**src/rtl/burst_seq_pkg.sv**
```systemverilog
package burst_seq_pkg;
  typedef enum logic [1:0] {
    EV_NONE  = 2'd0,
    EV_START = 2'd1,
    EV_DESEL = 2'd2
  } strb_ev_e;
endpackage

```
**src/rtl/burst_start_qual.sv**
```systemverilog
module burst_start_qual
  import burst_seq_pkg::*;
(
  input  logic     ce_pri_ni,
  input  logic     ce_hi_i,
  input  logic     ce_lo_ni,
  input  logic     strb_cpu_ni,
  input  logic     strb_ctl_ni,
  output strb_ev_e ev_o
);
  logic sel, cpu_live, ctl_live;

  assign sel      = ~ce_pri_ni & ce_hi_i & ~ce_lo_ni;
  // processor strobe is blocked while the primary select is off
  assign cpu_live = ~strb_cpu_ni & ~ce_pri_ni;
  assign ctl_live = ~strb_ctl_ni;

  always_comb begin
    ev_o = EV_NONE;
    if (cpu_live || ctl_live) ev_o = sel ? EV_START : EV_DESEL;
  end
endmodule

```
**src/rtl/burst_step_ctr.sv**
```systemverilog
module burst_step_ctr
  import burst_seq_pkg::*;
#(
  parameter int BEAT_W = 2
) (
  input  logic              clk_i,
  input  logic              rst_ni,
  input  strb_ev_e          ev_i,
  input  logic              adv_ni,
  output logic [BEAT_W-1:0] step_o,
  output logic              last_o
);
  logic [BEAT_W-1:0] step_q;
  logic              busy_q;

  always_ff @(posedge clk_i or negedge rst_ni) begin
    if (!rst_ni) begin
      step_q <= '0;
      busy_q <= 1'b0;
    end else begin
      unique case (ev_i)
        EV_START: begin
          step_q <= '0;
          busy_q <= 1'b1;
        end
        EV_DESEL: begin
          step_q <= '0;
          busy_q <= 1'b0;
        end
        default: if (busy_q && !adv_ni) step_q <= step_q + 1'b1;
      endcase
    end
  end

  assign step_o = step_q;
  assign last_o = busy_q & (&step_q);
endmodule

```
**src/rtl/burst_order_map.sv**
```systemverilog
module burst_order_map #(
  parameter int BEAT_W = 2
) (
  input  logic [BEAT_W-1:0] base_i,
  input  logic [BEAT_W-1:0] step_i,
  input  logic              inter_i,
  output logic [BEAT_W-1:0] beat_o
);
  logic [BEAT_W-1:0] lin, ilv;

  assign lin    = base_i + step_i;  // wraps modulo 2**BEAT_W
  assign ilv    = base_i ^ step_i;
  assign beat_o = inter_i ? ilv : lin;
endmodule

```
**src/rtl/burst_addr_seq.sv**
```systemverilog
module burst_addr_seq
  import burst_seq_pkg::*;
#(
  parameter int ADDR_W = 20,
  parameter int BEAT_W = 2
) (
  input  logic              clk_i,
  input  logic              rst_ni,
  input  logic              ce_pri_ni,
  input  logic              ce_hi_i,
  input  logic              ce_lo_ni,
  input  logic              strb_cpu_ni,
  input  logic              strb_ctl_ni,
  input  logic              adv_ni,
  input  logic              order_sel_i,
  input  logic [ADDR_W-1:0] addr_i,
  output logic [ADDR_W-1:0] addr_o,
  output logic              last_o
);
  localparam int HI_W = ADDR_W - BEAT_W;

  strb_ev_e          ev;
  logic [BEAT_W-1:0] step, beat;
  logic [ADDR_W-1:0] addr_q;

  burst_start_qual u_qual (
    .ce_pri_ni  (ce_pri_ni),
    .ce_hi_i    (ce_hi_i),
    .ce_lo_ni   (ce_lo_ni),
    .strb_cpu_ni(strb_cpu_ni),
    .strb_ctl_ni(strb_ctl_ni),
    .ev_o       (ev)
  );

  burst_step_ctr #(.BEAT_W(BEAT_W)) u_ctr (
    .clk_i (clk_i),
    .rst_ni(rst_ni),
    .ev_i  (ev),
    .adv_ni(adv_ni),
    .step_o(step),
    .last_o(last_o)
  );

  always_ff @(posedge clk_i or negedge rst_ni) begin
    if (!rst_ni)              addr_q <= '0;
    else if (ev == EV_START)  addr_q <= addr_i;
  end

  burst_order_map #(.BEAT_W(BEAT_W)) u_map (
    .base_i (addr_q[BEAT_W-1:0]),
    .step_i (step),
    .inter_i(order_sel_i),
    .beat_o (beat)
  );

  assign addr_o = {addr_q[ADDR_W-1 -: HI_W], beat};
endmodule

```
**config.mk**
```make
export PLATFORM = sky130hd
export DESIGN_NAME = burst_addr_seq
export DESIGN_NICKNAME = d
export VERILOG_FILES = /design/src/rtl/burst_seq_pkg.sv /design/src/rtl/burst_start_qual.sv /design/src/rtl/burst_step_ctr.sv /design/src/rtl/burst_order_map.sv /design/src/rtl/burst_addr_seq.sv
export SDC_FILE = /design/constraint.sdc
export NUM_CORES = 1
export LEC_CHECK = 0
export BUFFER_PORTS_ARGS = -buffer_cell sky130_fd_sc_hd__buf_2
export CAP_MARGIN = 20
export CORE_MARGIN = 2
export CORE_UTILIZATION = 50
export CTS_BUF_LIST = sky130_fd_sc_hd__clkbuf_4
export DETAILED_ROUTE_END_ITERATION = 10
export PLACE_DENSITY = 0.94
export REMOVE_ABC_BUFFERS = 1
export SYNTH_ARGS = -nofsm -noshare
export SYNTH_HDL_FRONTEND = slang
export SYNTH_SLANG_ARGS = --single-unit
```
**constraint.sdc**
```tcl
create_clock -name clk_i -period 2.63 [get_ports clk_i]
set_clock_uncertainty 0.2 [all_clocks]
set_input_delay 0.1315 -clock clk_i [delete_from_list [all_inputs] [get_ports clk_i]]
set_output_delay 0.1315 -clock clk_i [all_outputs]
set_load 0.02 [all_outputs]
```
==> summary by stage, run 1 <==
Worst hold path
The worst hold path belongs to the class in -> reg. The worst hold path was traced through 3 stages.

Drt
Across all layers, the routed design uses 786 vias. After the first detailed-routing iteration, the DRC count stood at 8. The number of iterations in the first detailed-routing pass is 4. For this run, design rule violations remaining after detail routing come to 0. After detailed routing, the average wire length per cell comes to 14.3 um. In the routed layout, each cell is associated on average with a via count of 4.76. The final layout contains routed wiring with a total length of 2360 um. The number of antenna-violating nets in the routed design is 0.

Die
The die is 51.9 um wide. The area of the core is 0.00219 mm^2. The initial cell density of the core is 0.524. The floorplan step defined a die boundary enclosing 0.00270 mm^2. Measured along the y axis, the die boundary spans 51.9 um. Pin placement for this block handled 50 I/O pins. In this run the core area contains 17 standard-cell rows.

Pwr
Of the total power, the share spent switching nets is 0.317. The portion of total power attributed to combinational logic is 0.352. The clock network fraction of design power is 0.166.

The maximum resistive drop on vdd is 0.365 mV. Internal power comes to 0.000656 W. In this run the static leakage power is 0.823 nW. The power density over cell area is 624 mW/mm^2.

The analysis attributes to net switching a power of 0.000304 W. The register share of total power is 0.482.

Synth
The distinct cell type count after synthesis is 15. Synthesis handed over a netlist of 80 instances. The synthesized area is 0.00115 mm^2. By area the synthesized netlist is led by sky130_fd_sc_hd__dfrtp_1 (50%), sky130_fd_sc_hd__mux2_4 (25%), sky130_fd_sc_hd__buf_4 (12%). The flip-flop and latch count after synthesis is 23. The average cell area after synthesis is 14.4 um^2. The biggest area contributor in the post-synthesis netlist is sky130_fd_sc_hd__dfrtp_1.

The count of warnings emitted by yosys is 0. The part of the Yosys area used for sequential elements is 0.501. The share of synthesized area in the top cell type comes to 0.501.

Layout
The layout-stage area growth over the synthesis result is 34.0%. At the end of the flow, the number of nets in the layout was 169. In the final layout, the share of cells above drive strength 1 is 0.540. For this run, the share of the core covered by cells in the final layout is 0.702. The repair_antennas step left the layout with diodes totalling 0.

Place
The final weighted congestion in routability-driven placement is 0.574. Input and output buffers added on the ports amount to 49.

Worst setup path
The worst setup path is launched from a primary input. The worst setup path is of the in -> reg kind. The worst register-to-register path has a depth of 3. For the worst setup path, the data arrival time is 1960 ps. Of all nets on the critical path, the largest fanout is 21. The data required time at the worst endpoint is 2620 ps.

The worst setup path is captured at a register.

Timing
In this run the tightest slew margin relative to its limit is 0.524. The share of the cycle needed by the critical path after routing is 0.747. The count of pins over their slew limit is 0.

The final critical path time including I/O delays and setup is 1970 ps. At the pin with the least slew margin, the transition time is 713 ps. The number of hold violations in the final report is 0.

The maximum achievable frequency is 0.509 GHz. The final-layout setup total negative slack is 0 ps. Setup repair after global routing left no endpoint under its margin. The number of failing setup endpoints in the final timing report is 0.

Clocking
In this run, CTS created clock tree buffers numbering 3. CTS saw 23 sinks. The longest clock path from root to sink contains 2 buffers. The H-tree level count is 1. Once the clock tree was built, the resizer swapped 0 gates to a different size. The cell chosen for the clock root is sky130_fd_sc_hd__clkbuf_4. The clock latency at the later pin of the worst-skew pair is 300 ps. Clock-pin slew was measured on the worst setup and hold paths at 110 ps. Once the clock tree was built, the setup fixing pass inserted 0 buffers.

TritonCTS built the clock tree. After clock tree synthesis, the flow added hold-fix buffers numbering 24.

Global route
The total congestion overflow is 0. The number of global-route vias before repair was 806. The total track usage is 0.192.

Entering global routing, the biggest net connects 24 pins. The number of antenna violations at the first check in global routing is 0. The first global-routing pass estimated 3740 um of wire.

Status
The run finished with clean final reports.

Job
The tool flagged a number of max-cap violations equal to 0.
==> power by group through the flow <==
stage | Sequential (W) | Clock (W) | Combinational [W]
floorplan | 0.000538 | 0 | 0.000126
CTS | 0.000461 | 0.000158 | 0.000339
global route | 0.000469 | 0.000178 | 0.000361
finish | 0.000462 | 0.000160 | 0.000338
detailed placement | 0.000466 | 0 | 0.000311
global placement | 0.000463 | 0 | 0.000301
==> through the flow <==
step	hold WS (ps)	area, um^2	setup slack [ps]	std cells	power, W
floorplan	-364	991	1140	60	0.000664
global placement	-89.5	1270	921	137	0.000764
detailed placement	-74.4	1270	850	137	0.000777
CTS	6.49	1540	678	165	0.000958
global route	44.4	1540	572	165	0.00101
finish	3.70	1540	665	165	0.000960
==> area by class of cell <==
type / count / area, um^2
clock inverter: 1 / 5.00
timing repair buffer: 73 / 485
clock buffer: 3 / 22.5
inverter: 1 / 3.75
tap: 28 / 35.0
multi-input combinational: 36 / 412
fill: 134 / 652
sequential: 23 / 576
==> worst max-delay path, cell delays in order <==
cell	delay [ps]
sky130_fd_sc_hd__dlygate4sd3_1	530
sky130_fd_sc_hd__buf_2	130
sky130_fd_sc_hd__nand2_1	80
sky130_fd_sc_hd__nand3_2	560
sky130_fd_sc_hd__mux2_4	520
==> synth_stat cells (all sizes together) <==
cell type,instances
nand2,1
buf,20
mux2i,1
nor2,3
ha,2
xnor2,3
dfrtp,23
nand3,1
nor2b,2
mux2,20
inv,1
o21ai,2
and2,1
==> sequential cells by signal, indices dropped and copies added, names as in the netlist <==
register and flops:
addr_q 20, u_ctr.busy_q 1, u_ctr.step_o 2
==> logic make-up (layout without fill, tap and decap cells) <==
| kind of cell | Yosys count | after routing | share of synthesized area |
|---|---|---|---|
| compound gates | 2 | 2 | 0.00871 |
| simple gates | 8 | 8 | 0.0381 |
| xor+xnor | 3 | 3 | 0.0229 |
| flops | 23 | 23 | 0.501 |
| fa+ha+maj | 2 | 2 | 0.0218 |
| mux | 21 | 21 | 0.267 |
| buf+inv | 21 | 78 | 0.141 |
==> layer usage <==
layer,track usage,vias to the layer above,share of wire
met5,0,-,0
met4,0.0526,0,0.0064
met3,0.0287,4,0.057
met2,0.354,31,0.54
met1,0.227,389,0.40
li1,-,362,-
==> final timing paths <==
check / start / slack (ps) / end
max: strb_ctl_ni / 660 / addr_q[17]
min: strb_cpu_ni / 4 / u_ctr.step_o[0]
max reg2reg: u_ctr.step_o[0] / 1390 / u_ctr.step_o[1]
min reg2reg: addr_q[16] / 320 / addr_q[16]
max in group asynchronous: rst_ni / 1770 / addr_q[5]
min in group asynchronous: rst_ni / 120 / addr_q[7]
==> placed cells by master (no fill, tap or decap), drive strengths merged, types with 2 or more instances in the layout <==
| cell | instances |
|---|---|
| clkbuf | 3 |
| o21ai | 2 |
| xnor2 | 3 |
| dfrtp | 23 |
| nor2 | 3 |
| nor2b | 2 |
| buf | 49 |
| mux2 | 20 |
| ha | 2 |
| dlygate4sd3 | 24 |
(Power assumes the default switching activity.)
==> run 2, diff against run 1 <==
--- a/config.mk
+++ b/config.mk
@@ -8,10 +8,10 @@
 export BUFFER_PORTS_ARGS = -buffer_cell sky130_fd_sc_hd__buf_2
 export CAP_MARGIN = 20
 export CORE_MARGIN = 2
-export CORE_UTILIZATION = 50
+export CORE_UTILIZATION = 44
 export CTS_BUF_LIST = sky130_fd_sc_hd__clkbuf_4
 export DETAILED_ROUTE_END_ITERATION = 10
-export PLACE_DENSITY = 0.94
+export PLACE_DENSITY = 0.88
 export REMOVE_ABC_BUFFERS = 1
 export SYNTH_ARGS = -nofsm -noshare
 export SYNTH_HDL_FRONTEND = slang
==> constraint.sdc (replaced) <==
create_clock -name clk_i -period 1.8 [get_ports clk_i]
set_clock_uncertainty 0.2 [all_clocks]
set_input_delay 0.09 -clock clk_i [delete_from_list [all_inputs] [get_ports clk_i]]
set_output_delay 0.09 -clock clk_i [all_outputs]
set_load 0.02 [all_outputs]
==> run 2 against run 1 <==
Effect of this change:
- utilization down 6.6 points
- largest cell class unchanged
- total power grew 46%
- critical endpoint is now addr_o[1]
- register-to-register slack got worse by 800 ps
- final area grew 2.4%
- cell count grew 3.6%
==> summary by stage, run 2 (same netlist as run 1, synthesis figures left out) <==
Worst setup path
Data on the critical path arrives at its endpoint at 1360 ps. The category of the worst setup path launch point is a register. In this run the worst path has a maximum fanout of 3. The worst path buffer plus inverter count is 1. The kind of critical path is reg -> out.

STA classifies the critical path endpoint as an output port. On the worst path, the slowest cell contributes a delay of 430 ps. The data required time at the worst endpoint is 1510 ps. The signal on the critical path passes through ha_1, nor2b_1, xnor2_1, buf_2. The slowest stage of the critical path is the sky130_fd_sc_hd__dfrtp_1 cell.

Grouping stages by cell kind, the critical path spends the most delay in flip-flops.

Global route
The number of antenna violations at the first check in global routing is 0. In the global route stage, overall resource usage came out at 0.169. The maximum number of pins on one net before global-route repair is 24.

The total congestion overflow is 0. The first global-routing pass estimated 3530 um of wire. The number of global-route vias before repair is 806.

Timing
In the finished design, the share of the clock period the worst path needs comes to 0.915. The final critical path time including I/O delays and setup is 1650 ps. Derived from the worst setup path, the maximum achievable clock frequency is 0.607 GHz.

The number of hold violations in the final report is 0. The count of pins over their slew limit is 0. The slew at the pin closest to its max-slew limit is 507 ps.

The worst max-slew margin expressed relative to the limit is 0.662. The number of failing setup endpoints in the final timing report is 0. Setup repair after global routing left no endpoint under its margin. After routing, the total negative slack on setup checks comes to 0 ps. The minimum hold slack is 89.9 ps.

Drt
Once detail routing completed, the nets flagged for antenna violations numbered 0. Using the TritonRoute via totals, the vias-per-cell ratio works out to 4.56. For this block, the initial DRC count from the detailed router was 5. Before antenna repair, the detailed router went through 3 iterations. The routed via count is 780. In the routed design, unresolved DRC markers number 0.

The routed design has 2430 um of wire. The mean routed wirelength per cell is 14.2 um.

Die
The total number of placement rows is 18. The floorplan step defined a die boundary enclosing 0.00303 mm^2. During I/O placement, the number of pins put on the boundary was 50. The horizontal extent of the die is 55.1 um.

The initial cell density of the core is 0.464. The die span in y is 55.1 um. The area of the core is 0.00248 mm^2.

Clocking
TritonCTS built the clock tree. CTS placed an instance of sky130_fd_sc_hd__clkbuf_4 at the clock tree root. The longest clock path from root to sink contains 2 buffers. The TritonCTS buffer count is 3. Gates resized during post-CTS repair numbered 0. The H-tree level count is 1. After clock tree synthesis, the clock-pin slew on the worst setup and hold paths is 120 ps. The number of clock sinks is 23.

At the later pin of the worst-skew pair, clock insertion delay measures 300 ps.

Place
The number of input and output port buffers inserted is 49. Summing all placed instances gives a cell area of 0.00129 mm^2. The HPWL reported at the end of detailed placement is 1540 um. At the end of routability-driven placement, the weighted congestion stood at 0.593.

Layout
The count of inserted antenna diode cells is 0. Leaving out fill and tap cells, the most frequent cells in the layout are sky130_fd_sc_hd__buf_2 (49), sky130_fd_sc_hd__dlygate4sd3_1 (26), sky130_fd_sc_hd__dfrtp_1 (23). The flip-flop count of the largest register, all copies and words added is 20. The end-of-flow core utilization is 0.636. More flip-flops sit in one register than any other, and that register is addr_q. The library cell used most frequently in the layout, excluding fill and tap cells, is sky130_fd_sc_hd__buf_2.

The area growth from synthesis to layout is 37.3%. In the final layout, the share of cells above drive strength 1 is 0.539. The final layout net count is 173. Counting the fill cells in the layout gives 194.

The post-route standard cell area excluding fillers is 0.00158 mm^2.

Worst hold path
The path class of the tightest hold or removal check is in -> async.

Pwr
The maximum resistive drop on vdd is 0.536 mV. For this design the ratio of total power to cell area is 892 mW/mm^2. For this design the static power due to leakage is 0.839 nW.

Job
The max-capacitance violation count is 0.

Status
The run finished with clean final reports.
==> run 2: cell count changes in the layout (fill, tap and decap cells not counted) <==
cell / delta
sky130_fd_sc_hd__buf_4: +2
sky130_fd_sc_hd__dlygate4sd3_1: +2
==> run 2: what timing repair did <==
action,in CTS,in global routing
endpoints found under the hold margin,46,0
buffers inserted,0,0
hold buffers,26,0
==> run 2: cell type report <==
class                   count  area [um^2]  area share
clock buffers               3         22.5      0.0143
well taps                  30         37.5      0.0238
multi-input cells          36          412       0.261
repair buffers             77          520       0.330
inverters                   1         3.75     0.00238
clock inverters             1         5.00     0.00317
flip-flops and latches     23          576       0.365
==> run 2: worst paths after layout <==
check,start,endpoint,slack (ps),depth (start not counted)
min,rst_ni,addr_q[2],90,2
min in group clk_i,ce_hi_i,u_ctr.busy_q,100,4
max reg2reg,u_ctr.step_o[0],u_ctr.step_o[1],590,3
max in group asynchronous,rst_ni,addr_q[19],970,2
max,u_ctr.step_o[0],addr_o[1],150,4
min reg2reg,addr_q[12],addr_q[12],320,1
==> run 2: where the power goes <==
group	switching (W)	internal, W
Combinational	0.000240	0.000264
Clock	0.000144	0.0000828
Sequential	0.0000592	0.000615
Total	0.000444	0.000962
==> run 2: routing by layer <==
metal | up-vias | share of wire | global-route usage
met4 | 0 | 0 | 0.0488
met1 | 383 | 0.37 | 0.170
met3 | 0 | 0.052 | 0.0161
met2 | 26 | 0.58 | 0.357
li1 | 371 | - | -
met5 | - | 0 | 0
==> run 2: through the flow <==
step                      power [W]  cells  setup slack (ps)
after global routing        0.00150    171              57.0
after global placement      0.00112    141               518
after detailed placement    0.00114    141               475
after CTS                   0.00142    171               123
final                       0.00141    171               154
after floorplan            0.000970     60               354
==> run 3, diff against run 2 <==
==> constraint.sdc (replaced) <==
create_clock -name clk_i -period 1.8 [get_ports clk_i]
set_clock_uncertainty 0.2 [all_clocks]
set_input_delay 0.36 -clock clk_i [delete_from_list [all_inputs] [get_ports clk_i]]
set_output_delay 0.36 -clock clk_i [all_outputs]
set_load 0.02 [all_outputs]
==> run 3 against run 2 <==
Effect of this change:
- the flow now finishes with violations (negative setup slack)
- non-clock buffer count is 23 lower
- via count decreased by 11%
- utilization is 7.3 points lower
- final area fell by 12%
- largest power group unchanged
==> summary by stage, run 3 (same netlist as run 1, synthesis figures left out) <==
Drt
The post-detailed-routing wire length is 2130 um. The DRC violation count after routing is 0. In the routed layout, each cell is associated on average with a via count of 4.69. The routed via count is 694. The mean routed wirelength per cell is 14.4 um. Once detail routing completed, the nets flagged for antenna violations numbered 0. The count of routing violations after the opening detailed-route iteration is 3.

Before antenna repair, the detailed router went through 2 iterations.

Timing
The count of pins over their slew limit came to 0. The number of hold violations in the final report is 0. The share of the cycle needed by the critical path after routing is 1.06. For the pin with the worst max-slew slack, the measured transition is 502 ps. For this run, the top clock speed supported by timing is 0.524 GHz.

The worst max-slew margin expressed relative to the limit is 0.665. Setup violations remaining at the end of the flow were counted as 2. Setup repair after global routing could not meet its margin everywhere. The final critical path time including I/O delays and setup is 1910 ps. The smallest setup slack after layout is -108 ps.

Worst setup path
Of all nets on the critical path, the largest fanout is 2. The category of the worst setup path launch point is a register. The kind of critical path is reg -> out. The launching instance or port of the critical path is u_ctr.step_o[0].

The worst reg2reg path endpoint is u_ctr.step_o[1]. The data arrival time of the worst path is 1350 ps. Following the worst setup path forward leads to its endpoint at addr_o[1].

The worst register-to-register path begins at u_ctr.step_o[0]. The worst reg-to-reg setup slack is 480 ps. STA puts the critical path data required time at 1240 ps. The worst setup path is captured at an output port.

The cell depth of the worst flop-to-flop path is 4.

Die
The area of the core is 0.00248 mm^2. The initial cell density of the core is 0.464. 50 I/O pins were placed. The floorplan has 18 rows. The horizontal extent of the die is 55.1 um. The die covers 0.00303 mm^2.

Measured along the y axis, the die boundary spans 55.1 um.

Worst hold path
The worst hold path class is in -> reg.

Clocking
The deepest clock path buffer count is 2. The clock latency at the later pin of the worst-skew pair is 300 ps. The clock-pin transition on the worst setup and hold timing paths is 130 ps. The number of clock buffers added by TritonCTS is 3. The H-tree level count is 1. The clock drives 23 sinks. The cell chosen for the clock root is sky130_fd_sc_hd__clkbuf_4.

The TritonCTS clock tree is built.

Global route
Entering global routing, the biggest net connects 24 pins. The global-route wire length before repair is 3060 um. After global routing the overflow that remains totals 0. The total track usage is 0.146.

The number of antenna violations at the first check in global routing is 0. The number of global-route vias before repair is 733.

Place
Before CTS, the worst setup slack after placement is 209 ps. The HPWL reported at the end of detailed placement is 1570 um. The final weighted congestion in routability-driven placement is 0.592. During placement, the flow inserted port buffers numbering 49.

Pwr
Power spread over the standard cell area amounts to 994 mW/mm^2. The total chip power is 0.00139 W. The maximum resistive drop on vdd is 0.611 mV.

The static leakage is 0.749 nW.

Layout
The most common library cell in the layout ignoring fill and taps is sky130_fd_sc_hd__buf_2. In the final layout, the share of cells above drive strength 1 is 0.695. In the layout the commonest cells are sky130_fd_sc_hd__buf_2 (46), sky130_fd_sc_hd__dfrtp_1 (23), sky130_fd_sc_hd__mux2_4 (19).

From synthesis to final layout, the design area changed by 21.5%. The flip-flop count of the largest register, all copies and words added is 20. addr_q holds more flip-flops than any other register. The fill cell total of the finished layout is 213. The final layout contains 150 nets. The count of inserted antenna diode cells is 0.

Job
The max-capacitance violation count is 0.

Status
The checks that failed: negative setup slack. The run finished, with violations left.
-- run 3: changes by cell type in the layout (fill, tap and decap cells not counted), sizes merged --
cell         previous run  this run
buf                    51        53
dlygate4sd3            26         1
-- run 3: cell type report --
type	count	area [um^2]	share of cell area
Clock buffer	3	22.5	0.0161
Clock inverter	1	5.00	0.00359
Inverter	1	3.75	0.00269
Multi-Input combinational cell	36	447	0.320
Sequential cell	23	576	0.413
Tap cell	30	37.5	0.0269
Timing Repair Buffer	54	304	0.218
-- run 3: repair_timing --
action / CTS / global route
pin swaps: 3 / 2
hold buffers: 1 / 0
hold endpoints to repair: 23 / 0
buffers inserted: 2 / 0
setup endpoints to repair: 2 / 3
resized for setup: 10 / 3
-- run 3: stage by stage --
stage | hold WS [ps] | instance area [um^2] | std cells | utilization | TNS (ps)
2_1_floorplan | -136 | 991 | 60 | - | 0
3_3_place_gp | 148 | 1290 | 141 | 0.520 | 0
3_5_place_dp | 161 | 1290 | 141 | 0.520 | 0
4_1_cts | 61.5 | 1380 | 148 | 0.557 | -102
5_1_grt | 40.3 | 1400 | 148 | 0.563 | -281
6_report | 66.2 | 1400 | 148 | 0.563 | -146
-- run 3: power by group --
| group | internal [W] | switching (W) |
|---|---|---|
| Combinational | 0.000244 | 0.000232 |
| Clock | 0.0000829 | 0.000156 |
| Sequential | 0.000615 | 0.0000572 |
-- run 3: worst min-delay path by stage --
stage | from | to | slack, ps | cells past startpoint
after floorplan | rst_ni | addr_q[0] | -140 | 0
final | addr_i[12] | addr_q[12] | 70 | 2
after CTS | addr_i[12] | addr_q[12] | 60 | 2
after global routing | addr_i[12] | addr_q[12] | 40 | 2
after global placement | rst_ni | addr_q[17] | 150 | 1
after detailed placement | rst_ni | u_ctr.step_o[1] | 160 | 1
-- run 3: critical path: stages (launching register included) --
cell and delay (ps):
sky130_fd_sc_hd__dfrtp_1 440, sky130_fd_sc_hd__ha_4 170, sky130_fd_sc_hd__nor2b_4 120, sky130_fd_sc_hd__xnor2_1 150, sky130_fd_sc_hd__buf_4 170
-- run 3: routing by layer --
metal	vias up	routed length [um]	global-route usage
li1	322	-	-
met1	344	796	0.144
met2	26	1180	0.270
met3	2	138	0.0269
met4	0	12	0.102
met5	-	0	0
